**config.mk**
```make
export PLATFORM = sky130hd
export DESIGN_NAME = ifetch_stage
export DESIGN_NICKNAME = d
export VERILOG_FILES = /design/src/rtl/ifetch_pkg.sv /design/src/rtl/ifetch_pc_unit.sv /design/src/rtl/ifetch_rom.sv /design/src/rtl/ifetch_fd_reg.sv /design/src/rtl/ifetch_stage.sv
export SDC_FILE = /design/constraint.sdc
export NUM_CORES = 1
export LEC_CHECK = 0
export ABC_AREA = 1
export BUFFER_PORTS_ARGS = -buffer_cell sky130_fd_sc_hd__buf_2
export CAP_MARGIN = 20
export CORE_MARGIN = 4
export CORE_UTILIZATION = 38
export DETAILED_ROUTE_END_ITERATION = 10
export PLACE_DENSITY = 0.55
export SLEW_MARGIN = 20
export SYNTH_ARGS = -nofsm -noshare
export SYNTH_HDL_FRONTEND = slang
export SYNTH_SLANG_ARGS = --single-unit
```
**constraint.sdc**
```tcl
create_clock -name clk -period 5.79 [get_ports clk]
set_input_delay 0.2895 -clock clk [delete_from_list [all_inputs] [get_ports clk]]
set_output_delay 0.2895 -clock clk [all_outputs]
set_load 0.05 [all_outputs]
```
**src/rtl/ifetch_pkg.sv**
```systemverilog
package ifetch_pkg;

   // Source of the next program counter value
   typedef enum logic {
      NPC_SEQ    = 1'b0,
      NPC_BRANCH = 1'b1
   } npc_src_e;

   localparam logic [31:0] FILL_MUL = 32'h9E37_79B1;
   localparam logic [31:0] FILL_XOR = 32'h5A5A_0000;

   // Fixed fill rule for the instruction store
   function automatic logic [31:0] fill_word(input int unsigned idx);
      logic [31:0] prod;
      prod = idx * FILL_MUL;
      return prod ^ FILL_XOR;
   endfunction

endpackage

```
**src/rtl/ifetch_pc_unit.sv**
```systemverilog
module ifetch_pc_unit
   import ifetch_pkg::*;
#(
   parameter int XLEN = 32
) (
   input  logic            clk,
   input  logic            rst_n,
   input  logic            br_take,
   input  logic [XLEN-1:0] br_target,
   output logic [XLEN-1:0] pc_q,
   output logic [XLEN-1:0] pc_inc
);

   localparam logic [XLEN-1:0] STEP = XLEN'(1);

   npc_src_e        src;
   logic [XLEN-1:0] pc_d;

   initial begin
      assert (XLEN >= 8) else $error("ifetch_pc_unit: XLEN too small");
   end

   assign pc_inc = pc_q + STEP;
   assign src    = br_take ? NPC_BRANCH : NPC_SEQ;

   always_comb begin
      case (src)
         NPC_BRANCH: pc_d = br_target;
         default:    pc_d = pc_inc;
      endcase
   end

   always_ff @(posedge clk or negedge rst_n) begin
      if (!rst_n) pc_q <= '0;
      else        pc_q <= pc_d;
   end

   // a taken branch loads the target
   p_branch_load_r4: assert property (@(posedge clk) disable iff (!rst_n)
      br_take |=> pc_q == $past(br_target));

   // no branch means a step of one (wrapping, R6)
   p_seq_step_r2: assert property (@(posedge clk) disable iff (!rst_n)
      !br_take |=> pc_q == $past(pc_q) + STEP);

endmodule

```
**src/rtl/ifetch_rom.sv**
```systemverilog
module ifetch_rom
   import ifetch_pkg::*;
#(
   parameter int XLEN  = 32,
   parameter int DEPTH = 128,
   localparam int AW   = (DEPTH > 1) ? $clog2(DEPTH) : 1
) (
   input  logic [AW-1:0]   addr,
   output logic [XLEN-1:0] data
);

   logic [XLEN-1:0] words [DEPTH];

   initial begin
      assert (DEPTH == (1 << AW)) else $error("ifetch_rom: DEPTH must be a power of two");
      assert (XLEN >= 32) else $error("ifetch_rom: XLEN below fill width");
   end

   for (genvar g = 0; g < DEPTH; g++) begin : g_word
      assign words[g] = XLEN'(fill_word(g));
   end

   assign data = words[addr];

endmodule

```
**src/rtl/ifetch_fd_reg.sv**
```systemverilog
module ifetch_fd_reg #(
   parameter int XLEN = 32
) (
   input  logic            clk,
   input  logic            rst_n,
   input  logic [XLEN-1:0] instr_d,
   input  logic [XLEN-1:0] npc_d,
   output logic [XLEN-1:0] instr_q,
   output logic [XLEN-1:0] npc_q
);

   always_ff @(posedge clk or negedge rst_n) begin
      if (!rst_n) begin
         instr_q <= '0;
         npc_q   <= '0;
      end else begin
         instr_q <= instr_d;
         npc_q   <= npc_d;
      end
   end

endmodule

```
**src/rtl/ifetch_stage.sv**
```systemverilog
module ifetch_stage
   import ifetch_pkg::*;
#(
   parameter int XLEN  = 32,
   parameter int DEPTH = 128
) (
   input  logic            clk,
   input  logic            rst_n,
   input  logic            br_take,
   input  logic [XLEN-1:0] br_target,
   output logic [XLEN-1:0] fd_instr,
   output logic [XLEN-1:0] fd_npc
);

   localparam int AW = (DEPTH > 1) ? $clog2(DEPTH) : 1;
   localparam logic [XLEN-1:0] ONE = XLEN'(1);

   logic [XLEN-1:0] pc_q;
   logic [XLEN-1:0] pc_inc;
   logic [XLEN-1:0] rom_data;
   logic            primed_q;

   initial begin
      assert (AW <= XLEN) else $error("ifetch_stage: memory wider than counter");
   end

   ifetch_pc_unit #(.XLEN(XLEN)) u_pc (
      .clk       (clk),
      .rst_n     (rst_n),
      .br_take   (br_take),
      .br_target (br_target),
      .pc_q      (pc_q),
      .pc_inc    (pc_inc)
   );

   ifetch_rom #(.XLEN(XLEN), .DEPTH(DEPTH)) u_rom (
      .addr (pc_q[AW-1:0]),
      .data (rom_data)
   );

   ifetch_fd_reg #(.XLEN(XLEN)) u_fd (
      .clk     (clk),
      .rst_n   (rst_n),
      .instr_d (rom_data),
      .npc_d   (pc_inc),
      .instr_q (fd_instr),
      .npc_q   (fd_npc)
   );

   // Marks that the pipeline register has been loaded since reset
   always_ff @(posedge clk or negedge rst_n) begin
      if (!rst_n) primed_q <= 1'b0;
      else        primed_q <= 1'b1;
   end

   // outputs still clear at the first edge after reset release
   p_reset_clear_r1: assert property (@(posedge clk) disable iff (!rst_n)
      $rose(rst_n) |-> (fd_instr == '0 && fd_npc == '0));

   // every registered pair is consistent with the fill rule
   p_pair_match_r7: assert property (@(posedge clk) disable iff (!rst_n)
      primed_q |-> fd_instr == XLEN'(fill_word(int'((fd_npc - ONE) & XLEN'(DEPTH - 1)))));

   // a taken branch reaches the outputs two edges later
   p_branch_out_r4: assert property (@(posedge clk) disable iff (!rst_n)
      br_take |=> ##1 (fd_npc == $past(br_target, 2) + ONE));

   // sequential fetch advances the registered next address by one
   p_seq_out_r2: assert property (@(posedge clk) disable iff (!rst_n)
      !br_take |=> ##1 (fd_npc == $past(fd_npc) + ONE));

endmodule

```
; ---- Word-level counts from Yosys, hierarchy flattened
; Memory sizes are Yosys's and may differ from the RTL's. A register that Yosys moved wholly into a read port is not among the register bits.
; Cells that the tools add are included.
[classes]
n_reduce_logical = 1
n_mux = 2
n_bitwise = 1
addsub = 1
[ops]
columns = cell, count
row1 = adder 32 x 1 -> 32 bit (second input constant), 1
row2 = two-way mux 32 bit, 1
row3 = inverter 7 -> 8 bit, 1
row4 = logical NOT 1 bit, 1
row5 = two-way mux 1 bit, 1
[word_totals]
rom_bits = 4096
n_memories = 1
input_bits = 35
out_inout_bits = 64
word_cells = 8
ff_bits = 64
[memory_table]
columns = name, words, width, rd, rd_clocked_by_memory_dff, wr, line_no
row1 = (no name shown), 128, 32, 1, 1, 0, ifetch_rom.sv:23  ; assign data = words[addr];

; ---- Longest topological paths before layout
[depth]
word_depth = 2
ltp_mapped = 15

; ---- Modules after synthesis
; From an unflattened synthesis, not the netlist that was laid out.
[unflattened]
hier_cells = 1179
hier_area_um2 = 7393.3
[modules_own_cells]
columns = module, seq_area_each_um2, n_inst, area_each_um2, cells_per_inst
row1 = ifetch_rom, 0.0, 1, 3631.0, 789
row2 = ifetch_pc_unit, 800.8, 1, 2160.8, 326
row3 = ifetch_fd_reg, 1601.5, 1, 1601.5, 64

; ---- Least setup slack after synthesis
; Ideal clock, no wire load.
[synth_timing]
kind = register to register
start = register u_pc.pc_q[1]
end = register u_fd.instr_q[15]
path_slack_ps = 3714
period_less_slack_ps = 2076
path_stages_with_launch = 13
path_buffers = 2
arrival_time_ps = 1959
setup_ps = 117
path_cell_list = dfrtp_1 > buf_2 > inv_1 > ha_1 > buf_2 > inv_1 > nand2_1 > nand3_1 > nand2_1 > nand2_1 > o21ai_0 > nor2_1 > nor2_1
[synth_via]
elab_chain_len = 1
[synth_lines]
columns = item, line_no
row1 = start: declaration, ifetch_pc_unit.sv:10  ; output logic [XLEN-1:0] pc_q,
row2 = start signal: assignment, ifetch_pc_unit.sv:35  ; else pc_q <= pc_d;
row3 = inverter 7 -> 8 bit (not written as such), ifetch_rom.sv:23
row4 = end: declaration, ifetch_fd_reg.sv:8  ; output logic [XLEN-1:0] instr_q,
; Every way passes these cells.

; ---- Final worst setup path
[layout_timing]
start = register u_pc.pc_q[5]
end = register u_fd.instr_q[15]
; The elaborated chain is that of the path after synthesis.

==> qor.txt <==
outcome - complete, no violations
RSZ-0062 raised after global routing - no
area of the core - 18700 um2
crit path DAT - 3.35 ns
dpl cell area - 7800 um2
routed vias - 8004
most common cell in the netlist - nand2_1
Post-synth EDFFs - 0
H-tree Lvls - 3
Fill cells - 2038
DR pass1 iterations - 6
MaxCap Viol Count - 0
final instance area - 8130 um2
#FFs+latches synth - 96
crit path time final - 3.06 ns
Final setup viols - 0
Top cell by count, worst path - nor2_1
total grt overflow - 0
count of final hold-check violations - 0
Synth Net Count - 1243
pin count of the biggest net entering global routing - 75
clk slew on worst S/H paths - 0.08 ns
Mean Syn Cell Area - 6.05 um2
Synth Cell Area - 7220 um2
Cell variety after synth - 32
Slew @ Worst Pin - 1.04 ns
first-pass GRT wire length - 43400 um
top_reg_cell synth - dfrtp_1
Area contributors post-synth - dfrtp_1 (33%), nand2_1 (30%), nand3_1 (9.7%)
die width - 146 um
Tot Pwr - 2850 uW
Post-Place Worst Slack - 2.93 ns
initial antenna violation count - 0
die area - 21300 um2
Yosys warnings - 0
Area Overhead vs Synth - 12.6%
Setup TNS - 0 ns
die height - 146 um
worst endpoint required time - 6.08 ns
nets - 1305
clk_skew - 0.0190 ns
Critical Path Start Type - flip-flop
Starting Density - 38.6%
register area share after synthesis - 33.3%
DP Wirelength - 18900 um
Worst setup EP type - flip-flop
Post-synth ARST share - 100%
CTS Buf Count - 9
max-slew violation count - 0
ANT cells - 0
top cells by count, synth - nand2_1 (583), nand3_1 (140), dfrtp_1 (96)
Root Driver - clkbuf_16
setup ws final - 2.73 ns
area leader, netlist - dfrtp_1
clock insertion delay at the later pin of the skew report - 0.37 ns
IO Port Bufs - 98
Hold WC Path Type - in2reg
TritonCTS clock tree - yes
GR Util All Layers - 25.4%
drt drc - 0
placer congestion estimate - 1.00
Synth top area share - 33.3%
initial DRC count - 760
critical path's slowest cell - nor2_4
post-route clock period utilization - 52.9%
CP Class - reg2reg
PD cells - 351 nW/um2
final wirelength - 27200 um
vias in the first global route - 7791
Min Hold Slack - 0.122 ns
WP buf/inv - 3
Static Leak - 0.00446 uW
cell chain of the critical path - buf_4 -> inv_2 -> nor2_4 -> inv_1 -> nor2_1 -> o21ai_0 -> nand3_1 -> nor2_1 -> nor2_1
total clock sinks - 96
max frequency - 0.327 GHz
number of vias per cell - 5.36
per-cell routed wire length - 18.2 um
post-synthesis cell count - 1192
Slew headroom - 30.2%
Max Buffers Root-to-Sink - 2
crit path max fanout - 32
critical path's top delay family - simple AND/OR/NAND/NOR gates
share of layout cells above drive strength 1 - 11.5%
IO Pins - 99
crit-path max cell delay - 0.62 ns
# rows - 50
Post-DRT Antenna Nets - 0
peak supply drop - 0.166 mV
final timing paths:
path | end | slack (ns) | depth (start not counted) | from
setup / recovery | u_fd.instr_q[15] | 2.73 | 9 | u_pc.pc_q[5]
hold reg to reg | u_fd.npc_q[31] | 0.52 | 2 | u_pc.pc_q[31]
setup reg to reg | u_fd.instr_q[15] | 2.73 | 9 | u_pc.pc_q[5]
hold / removal | u_pc.pc_q[30] | 0.12 | 3 | br_target[30]
min in group asynchronous | u_fd.instr_q[10] | 0.45 | 2 | rst_n
max in group asynchronous | u_pc.pc_q[16] | 4.21 | 3 | rst_n
metal layers:
metal	track usage (%)	vias to the layer above	share of wire [%]	wire length, um
met1	35.7	3697	45	12300
met3	3.55	54	7.1	1940
met4	9.73	0	3.0	829
met5	0	-	0	0
li1	-	3878	-	-
met2	39.7	375	45	12100
what timing repair did:
item                       4_1_cts  5_1_grt
hold buffers                     1        0
buffers inserted                 0        0
setup endpoints to repair        0        0
gates resized for setup          0        0
hold endpoints to repair        44        0
final cells by class:
type	instances	area [um2]	area share, %
clock buffer	9	225	2.77
clock inverter	7	90.1	1.11
inverter	68	255	3.14
multi-input combinational	973	4300	53.0
sequential	96	2400	29.6
tap	234	293	3.60
timing repair buffer	106	556	6.84
power by group:
part           internal (uW)  switching, uW  total (uW)
Clock                    345            319         664
Sequential               776           55.0         831
Combinational            321           1040        1360
Total                   1440           1410        2850
kinds of logic after synthesis:
group                    Yosys count  synth area share (%)
adder cells (fa/ha/maj)           16                  2.77
AO/OA/AOI/OAI                     87                  6.40
AND/OR/NAND/NOR                  855                  48.6
flip-flops                        96                  33.3
buffers and inverters            123                  7.09
XOR/XNOR                          15                  1.82
cell usage in the layout (no fill, tap or decap), types with 8 or more instances in the layout:
cell / count
buf_4: 8
o21ai_0: 25
xor2_1: 10
buf_2: 97
nand3_1: 140
dfrtp_1: 95
nor2_1: 95
a21oi_1: 44
inv_1: 61
ha_1: 16
nand2_1: 583
clkbuf_16: 9
nand3b_1: 11
metrics by stage:
step	utilization, %	std cells
after floorplan	-	1192
after global placement	41.7	1476
after detailed placement	41.7	1476
after CTS	43.4	1493
after global routing	43.4	1493
final	43.4	1493
worst reg2reg max path: stages, from the launching register on:
cell and delay (ns):
dfrtp_1 0.33, buf_4 0.36, inv_2 0.38, nor2_4 0.65, inv_1 0.46, nor2_1 0.35, o21ai_0 0.16, nand3_1 0.12
nor2_1 0.10, nor2_1 0.09
registers in the layout, indices dropped and copies added, names as in the netlist:
signal / count
u_fd.instr_q: 32
u_pc.pc_q: 32
u_fd.npc_q: 32
Note: power is estimated with default switching activity, not from simulation.
